[src/rtl/spi_xfer_pkg.sv]
package spi_xfer_pkg;

  localparam int WORD_W      = 32;
  localparam int OP_DIR_BIT  = 0;
  localparam int OP_CNT_LSB  = 1;
  localparam int OP_HOLD_BIT = 3;
  localparam int OP_BUSY_BIT = 31;

  typedef enum logic [1:0] {
    ST_IDLE  = 2'd0,
    ST_SHIFT = 2'd1,
    ST_TAIL  = 2'd2
  } seq_state_t;

  typedef struct packed {
    logic       hold;
    logic [1:0] cnt_m1;
    logic       tx_dir;
  } op_cfg_t;

  function automatic logic [WORD_W-1:0] swap_bytes(input logic [WORD_W-1:0] v);
    return {v[7:0], v[15:8], v[23:16], v[31:24]};
  endfunction

endpackage

[src/rtl/spi_sck_div.sv]
module spi_sck_div #(
  parameter int HALF_DIV = 2
) (
  input  logic clk,
  input  logic rst_n,
  input  logic run,
  output logic tick
);
  localparam int CW = (HALF_DIV > 1) ? $clog2(HALF_DIV) : 1;
  localparam logic [CW-1:0] TOP = CW'(HALF_DIV - 1);

  logic [CW-1:0] cnt_q, cnt_d;

  assign tick = run && (cnt_q == TOP);

  always_comb begin
    if (!run || tick) cnt_d = '0;
    else              cnt_d = cnt_q + 1'b1;
  end

  always_ff @(posedge clk or negedge rst_n) begin
    if (!rst_n) cnt_q <= '0;
    else        cnt_q <= cnt_d;
  end

  AST_DIV_IN_RANGE: assert property (@(posedge clk) disable iff (!rst_n)
    cnt_q <= TOP);
  AST_DIV_IDLE_ZERO: assert property (@(posedge clk) disable iff (!rst_n)
    !$past(run) |-> (cnt_q == '0));

endmodule

[src/rtl/spi_shift_core.sv]
module spi_shift_core
  import spi_xfer_pkg::*;
#(
  parameter int W = WORD_W
) (
  input  logic         clk,
  input  logic         rst_n,
  input  logic         load,
  input  logic [W-1:0] load_val,
  input  logic         rise_tick,
  input  logic         fall_tick,
  input  logic         miso,
  input  logic [1:0]   cnt_m1,
  output logic         tx_bit,
  output logic [W-1:0] rx_word
);
  logic [W-1:0] tx_q, tx_d;
  logic [W-1:0] rx_q, rx_d;
  logic [W-1:0] rx_aligned;

  always_comb begin
    tx_d = tx_q;
    if (load)           tx_d = swap_bytes(load_val);
    else if (fall_tick) tx_d = {tx_q[W-2:0], 1'b0};
  end

  always_comb begin
    rx_d = rx_q;
    if (load)           rx_d = '0;
    else if (rise_tick) rx_d = {rx_q[W-2:0], miso};
  end

  always_ff @(posedge clk or negedge rst_n) begin
    if (!rst_n) begin
      tx_q <= '0;
      rx_q <= '0;
    end else begin
      tx_q <= tx_d;
      rx_q <= rx_d;
    end
  end

  // first received byte moved to the top, then byte order reversed
  assign rx_aligned = rx_q << {~cnt_m1, 3'b000};
  assign rx_word    = swap_bytes(rx_aligned);
  assign tx_bit     = tx_q[W-1];

  AST_TX_HOLDS_OFF_FALL: assert property (@(posedge clk) disable iff (!rst_n)
    (!load && !fall_tick) |=> $stable(tx_q));
  AST_RX_HOLDS_OFF_RISE: assert property (@(posedge clk) disable iff (!rst_n)
    (!load && !rise_tick) |=> $stable(rx_q));

endmodule

[src/rtl/spi_xfer_ctrl.sv]
module spi_xfer_ctrl
  import spi_xfer_pkg::*;
#(
  parameter int HALF_DIV = 2
) (
  input  logic              clk,
  input  logic              rst_n,
  input  logic              wr_en,
  input  logic              wr_sel,
  input  logic [WORD_W-1:0] wr_data,
  input  logic              rd_sel,
  output logic [WORD_W-1:0] rd_data,
  output logic              sck,
  output logic              cs_n,
  output logic              mosi,
  input  logic              miso
);
  localparam int BCW = $clog2(WORD_W);

  seq_state_t        state_q, state_d;
  op_cfg_t           op_q, op_d;
  logic [WORD_W-1:0] word_q, word_d;
  logic [BCW-1:0]    bit_q, bit_d;
  logic              sck_q, sck_d;
  logic              cs_n_q, cs_n_d;
  logic              tail_q, tail_d;

  logic              busy, start, word_wr, tick;
  logic              rise_tick, fall_tick, last_bit;
  logic              tx_bit;
  logic [WORD_W-1:0] rx_word, load_val;

  assign busy     = (state_q != ST_IDLE);
  assign start    = wr_en && !wr_sel && !busy;
  assign word_wr  = wr_en &&  wr_sel && !busy;
  assign load_val = wr_data[OP_DIR_BIT] ? word_q : '0;

  spi_sck_div #(.HALF_DIV(HALF_DIV)) u_div (
    .clk   (clk),
    .rst_n (rst_n),
    .run   (busy),
    .tick  (tick)
  );

  assign rise_tick = tick && (state_q == ST_SHIFT) && !sck_q;
  assign fall_tick = tick && (state_q == ST_SHIFT) &&  sck_q;
  assign last_bit  = (bit_q == {op_q.cnt_m1, 3'b111});

  spi_shift_core #(.W(WORD_W)) u_shift (
    .clk       (clk),
    .rst_n     (rst_n),
    .load      (start),
    .load_val  (load_val),
    .rise_tick (rise_tick),
    .fall_tick (fall_tick),
    .miso      (miso),
    .cnt_m1    (op_q.cnt_m1),
    .tx_bit    (tx_bit),
    .rx_word   (rx_word)
  );

  always_comb begin
    state_d = state_q;
    op_d    = op_q;
    word_d  = word_q;
    bit_d   = bit_q;
    sck_d   = sck_q;
    cs_n_d  = cs_n_q;
    tail_d  = tail_q;
    unique case (state_q)
      ST_IDLE: begin
        if (word_wr) word_d = wr_data;
        if (start) begin
          op_d.tx_dir = wr_data[OP_DIR_BIT];
          op_d.cnt_m1 = wr_data[OP_CNT_LSB +: 2];
          op_d.hold   = wr_data[OP_HOLD_BIT];
          bit_d       = '0;
          cs_n_d      = 1'b0;
          state_d     = ST_SHIFT;
        end
      end
      ST_SHIFT: begin
        if (rise_tick) sck_d = 1'b1;
        if (fall_tick) begin
          sck_d = 1'b0;
          if (last_bit) begin
            if (!op_q.tx_dir) word_d = rx_word;
            tail_d  = 1'b0;
            state_d = op_q.hold ? ST_IDLE : ST_TAIL;
          end else begin
            bit_d = bit_q + 1'b1;
          end
        end
      end
      ST_TAIL: begin
        if (tick) begin
          if (tail_q) begin
            cs_n_d  = 1'b1;
            state_d = ST_IDLE;
          end else begin
            tail_d = 1'b1;
          end
        end
      end
      default: state_d = ST_IDLE;
    endcase
  end

  always_ff @(posedge clk or negedge rst_n) begin
    if (!rst_n) begin
      state_q <= ST_IDLE;
      op_q    <= '0;
      word_q  <= '0;
      bit_q   <= '0;
      sck_q   <= 1'b0;
      cs_n_q  <= 1'b1;
      tail_q  <= 1'b0;
    end else begin
      state_q <= state_d;
      op_q    <= op_d;
      word_q  <= word_d;
      bit_q   <= bit_d;
      sck_q   <= sck_d;
      cs_n_q  <= cs_n_d;
      tail_q  <= tail_d;
    end
  end

  assign sck  = sck_q;
  assign cs_n = cs_n_q;
  assign mosi = (state_q == ST_SHIFT) && tx_bit;

  always_comb begin
    if (rd_sel) rd_data = word_q;
    else begin
      rd_data = '0;
      rd_data[OP_BUSY_BIT]       = busy;
      rd_data[OP_DIR_BIT]        = op_q.tx_dir;
      rd_data[OP_CNT_LSB +: 2]   = op_q.cnt_m1;
      rd_data[OP_HOLD_BIT]       = op_q.hold;
    end
  end

  AST_SCK_LOW_WHEN_IDLE: assert property (@(posedge clk) disable iff (!rst_n)
    (state_q == ST_IDLE) |-> !sck);
  AST_CS_LOW_WHILE_SHIFT: assert property (@(posedge clk) disable iff (!rst_n)
    (state_q == ST_SHIFT) |-> !cs_n);
  AST_CS_RISE_ENDS_BUSY: assert property (@(posedge clk) disable iff (!rst_n)
    $rose(cs_n) |-> !busy);
  AST_MOSI_STABLE_SCK_HIGH: assert property (@(posedge clk) disable iff (!rst_n)
    (sck && $past(sck)) |-> $stable(mosi));
  AST_MOSI_ZERO_ON_RX: assert property (@(posedge clk) disable iff (!rst_n)
    (busy && !op_q.tx_dir) |-> !mosi);
  AST_CMD_FROZEN_BUSY: assert property (@(posedge clk) disable iff (!rst_n)
    (busy && $past(busy)) |-> $stable(op_q));
  AST_TX_WORD_FROZEN: assert property (@(posedge clk) disable iff (!rst_n)
    (busy && op_q.tx_dir && $past(busy)) |-> $stable(word_q));

endmodule

[config.mk]
export PLATFORM = sky130hd
export DESIGN_NAME = spi_xfer_ctrl
export DESIGN_NICKNAME = d
export VERILOG_FILES = /design/src/rtl/spi_xfer_pkg.sv /design/src/rtl/spi_sck_div.sv /design/src/rtl/spi_shift_core.sv /design/src/rtl/spi_xfer_ctrl.sv
export SDC_FILE = /design/constraint.sdc
export NUM_CORES = 1
export LEC_CHECK = 0
export CAP_MARGIN = 0
export CORE_UTILIZATION = 47
export DETAILED_ROUTE_END_ITERATION = 7
export GPL_ROUTABILITY_DRIVEN = 0
export GPL_TIMING_DRIVEN = 0
export MAX_ROUTING_LAYER = met4
export PLACE_DENSITY = 0.7
export SYNTH_ARGS = -nofsm -noshare
export SYNTH_HDL_FRONTEND = slang
export SYNTH_SLANG_ARGS = --single-unit
[constraint.sdc]
create_clock -name clk -period 2.5 [get_ports clk]
set_input_delay 0.625 -clock clk [delete_from_list [all_inputs] [get_ports clk]]
set_output_delay 0.625 -clock clk [all_outputs]
set_load 0.02 [all_outputs]
==> summary.md, run 1 <==
| Metric | Value |
|---|---|
| Synth cell types | 45 |
| Port buffer count | 71 |
| # DRC | 3 |
| Vias | 5168 |
| Skew-Pair Late Insertion Delay | 0.36 ns |
| Cell taking the most area after synthesis | dfrtp_1 |
| DR vias/cell | 6.04 |
| Syn Area/Cell | 9.07 um^2 |
| Slew Limit Fails | 0 |
| Critical-path maximum fanout | 10 |
| Main combinational cell family by area after synthesis | compound AO/OA/AOI/OAI gates |
| Area of the die | 12500 um^2 |
| Critical Path AT | 1.82 ns |
| Number of nets with antenna violations after routing | 0 |
| Fillers | 1028 |
| Worst setup margin | 0.0540 ns |
| YS warnings | 0 |
| Hold Vio Cnt, Final | 0 |
| Post-synth EDFFs | 0 |
| Total power | 8.29 mW |
| Violated checks | DRC |
| Max Cap Violations | 0 |
| Post-synth top flop | dfrtp_1 |
| Compound-gate portion of the synthesized area | 19.8% |
| Adder-Cell Fraction of Synth Area | 0.220% |
| Routed len/inst | 19.3 um |
| Final setup violation count | 0 |
| Synth Register Bits | 111 |
| Skew final | 0.0136 ns |
| CTS tree | done |
| CTS max path bufs | 2 |
| Row count | 39 |
| Diodes inserted | 0 |
| Top cells by count, synth | 110 x dfrtp_1, 108 x nand2_1, 82 x a21oi_1, 40 x nor2_1 |
| Max Fclk | 0.409 GHz |
| VDD IR max | 0.734 mV |
| Share of layout cells above drive strength 1 | 11.5% |
| Layout area overhead | 21.6% |
| Synth Area in Simple Gates | 18.9% |
| CP Launch Type | input pin |
| Initial Util | 49.0% |
| Syn Inst Count | 627 |
| Setup crit end kind | output port |
| Top cell type's share of synthesized area | 48.4% |
| Slew margin rel. | 56.4% |
| Total GRT Usage | 28.6% |
| Leak pwr | 3.02 nW |
| Ranking of synthesized cells by area | dfrtp_1 48%, a21oi_1 7.2%, nand2_1 7.1% |
| Layout Nets | 747 |
| Outcome | complete, but fails checks |
| Die Wd | 112 um |
| Detailed Route Iter0 Violations | 456 |
| Mux contribution to synthesized area | 6.31% |
| Largest net degree at the start of global routing | 68 |
| Tightest Pin Transition | 0.650 ns |
| Kind of critical path | in -> out |
| Core area | 11600 um^2 |
| Clock root buffer | clkbuf_16 |
| Synth async-reset ratio | 100% |
| # IOs | 73 |
| Chip Height | 112 um |
| Synthesized Nets | 666 |
| Share of the clock period used by the worst path | 97.8% |
| Placed cell areas | 6600 um^2 |
| Power per cell area | 1200 nW/um^2 |
| Initial antenna violation count | 0 |
| Min-Delay Path Class | in -> async |
| CP required | 1.88 ns |
| Final wirelength | 16500 um |
| RSZ-0062 raised after global routing | false |
| Post-DP HPWL | 12400 um |
| Setup WS pre-CTS | -0.751 ns |
| Number of hold buffers added after CTS | 0 |
| GRT Residual Overflow | 0 |
| CTS Buf Count | 9 |
| XOR/XNOR Fraction of Synth Area | 0.462% |
| Most common cell in the netlist | dfrtp_1 |
| First-pass GRT wire length | 26800 um |
| Netlist Area Pre-Place | 5690 um^2 |
| Drt first pass iters | 8 |
| Sequential share of the synthesized area | 48.8% |
| Period minus WS final | 2.45 ns |
| Final Instance Area | 6920 um^2 |
| H-tree depth | 3 |
| Clk pin slew, worst setup/hold paths | 0.07 ns |
| Vias in the first global route | 4938 |
| Clk sink count | 111 |
-- metal layers --
| layer | wire, um | track usage [%] | vias to the layer above |
|---|---|---|---|
| met5 | 0 | - | - |
| met4 | 592 | 13.1 | 0 |
| met3 | 1150 | 4.70 | 42 |
| met2 | 7630 | 43.2 | 248 |
| met1 | 7150 | 38.0 | 2499 |
| li1 | - | - | 2379 |
-- cells in the final DEF (no fill, tap or decap), drive strengths merged, types with 3 or more instances in the layout --
master | synthesis | routed
buf | 26 | 28
a222oi | 8 | 8
nand3 | 33 | 33
nor2 | 40 | 40
and2 | 30 | 30
clkbuf | 33 | 43
a211oi | 7 | 7
clkdlybuf4s50 | 0 | 36
mux2i | 10 | 10
o31ai | 3 | 3
a31oi | 33 | 33
nand2 | 109 | 109
dfrtp | 110 | 110
nand2b | 4 | 4
a21oi | 82 | 82
clkinv | 0 | 3
mux2 | 23 | 23
o21ai | 31 | 31
dlygate4sd2 | 0 | 28
a22oi | 16 | 16
dlymetal6s2s | 0 | 5
-- critical path, cell delays in order --
cell	delay, ns
clkdlybuf4s15_2	0.32
buf_4	0.21
mux2_2	0.35
dlygate4sd2_1	0.32
-- flip-flops by register name, indices dropped and copies added (netlist names), 2 cells and up --
register / count
op_q: 4
u_shift.tx_q: 32
u_shift.rx_q: 32
state_q: 2
word_q: 32
bit_q: 5
-- where the power goes --
group | internal (mW) | switching, mW
Sequential | 2.53 | 0.761
Combinational | 1.42 | 2.06
Clock | 0.862 | 0.656
-- area by class of cell --
| type | instances | area (um^2) | share of cell area (%) |
|---|---|---|---|
| Clock inverter | 4 | 52.6 | 0.759 |
| Inverter | 2 | 7.51 | 0.108 |
| Tap cell | 143 | 179 | 2.59 |
| Multi-Input combinational cell | 455 | 2600 | 37.6 |
| Timing Repair Buffer | 72 | 714 | 10.3 |
| Clock buffer | 12 | 267 | 3.85 |
| Buffer | 57 | 318 | 4.59 |
| Sequential cell | 111 | 2780 | 40.2 |
-- final timing paths --
kind	start	to	slack [ns]	cells after the start
setup / recovery	rd_sel	rd_data[3]	0.05	4
hold / removal	rst_n	state_q[1]$_DFFE_PN0P_	0.27	1
setup reg to reg	op_q[2]$_DFFE_PN0P_	word_q[12]$_DFFE_PN0P_	0.30	5
hold reg to reg	u_shift.tx_q[0]$_DFFE_PN0P_	u_shift.tx_q[0]$_DFFE_PN0P_	0.50	1
max in group asynchronous	rst_n	u_shift.tx_q[10]$_DFFE_PN0P_	1.50	2
min in group clk	u_shift.tx_q[0]$_DFFE_PN0P_	u_shift.tx_q[0]$_DFFE_PN0P_	0.50	1
-- through the flow --
stage / instances / hold WS, ns / setup TNS [ns] / util [%]
finish: 856 / 0.273 / 0 / 59.6
global route: 856 / 0.314 / 0 / 59.6
CTS: 856 / 0.285 / 0 / 59.5
detailed placement: 842 / 0.485 / -19.13 / 56.9
global placement: 841 / 0.478 / -386.80 / 56.6
floorplan: 627 / 0.329 / 0 / -
-- cell families after synthesis --
family,after synthesis
AND/OR/NAND/NOR,232
AO/OA/AOI/OAI,186
flip-flops,111
buffers and inverters,61
multiplexers,33
XOR/XNOR,3
adder cells (fa/ha/maj),1
-- timing repair --
| item | in CTS | in global routing |
|---|---|---|
| hold endpoints to repair | 0 | 0 |
| buffers inserted | 0 | 0 |
| gates resized for setup | 43 | 5 |
| endpoints found under the setup margin | 33 | 5 |
Power figures use the tool's default switching activity.
==> inputs of run 2 (changes only) <==
- CTS_CLUSTER_DIAMETER: default -> 30
==> results of run 2 <==
No change in the layout: final DEF, timing and power equal those of run 1.
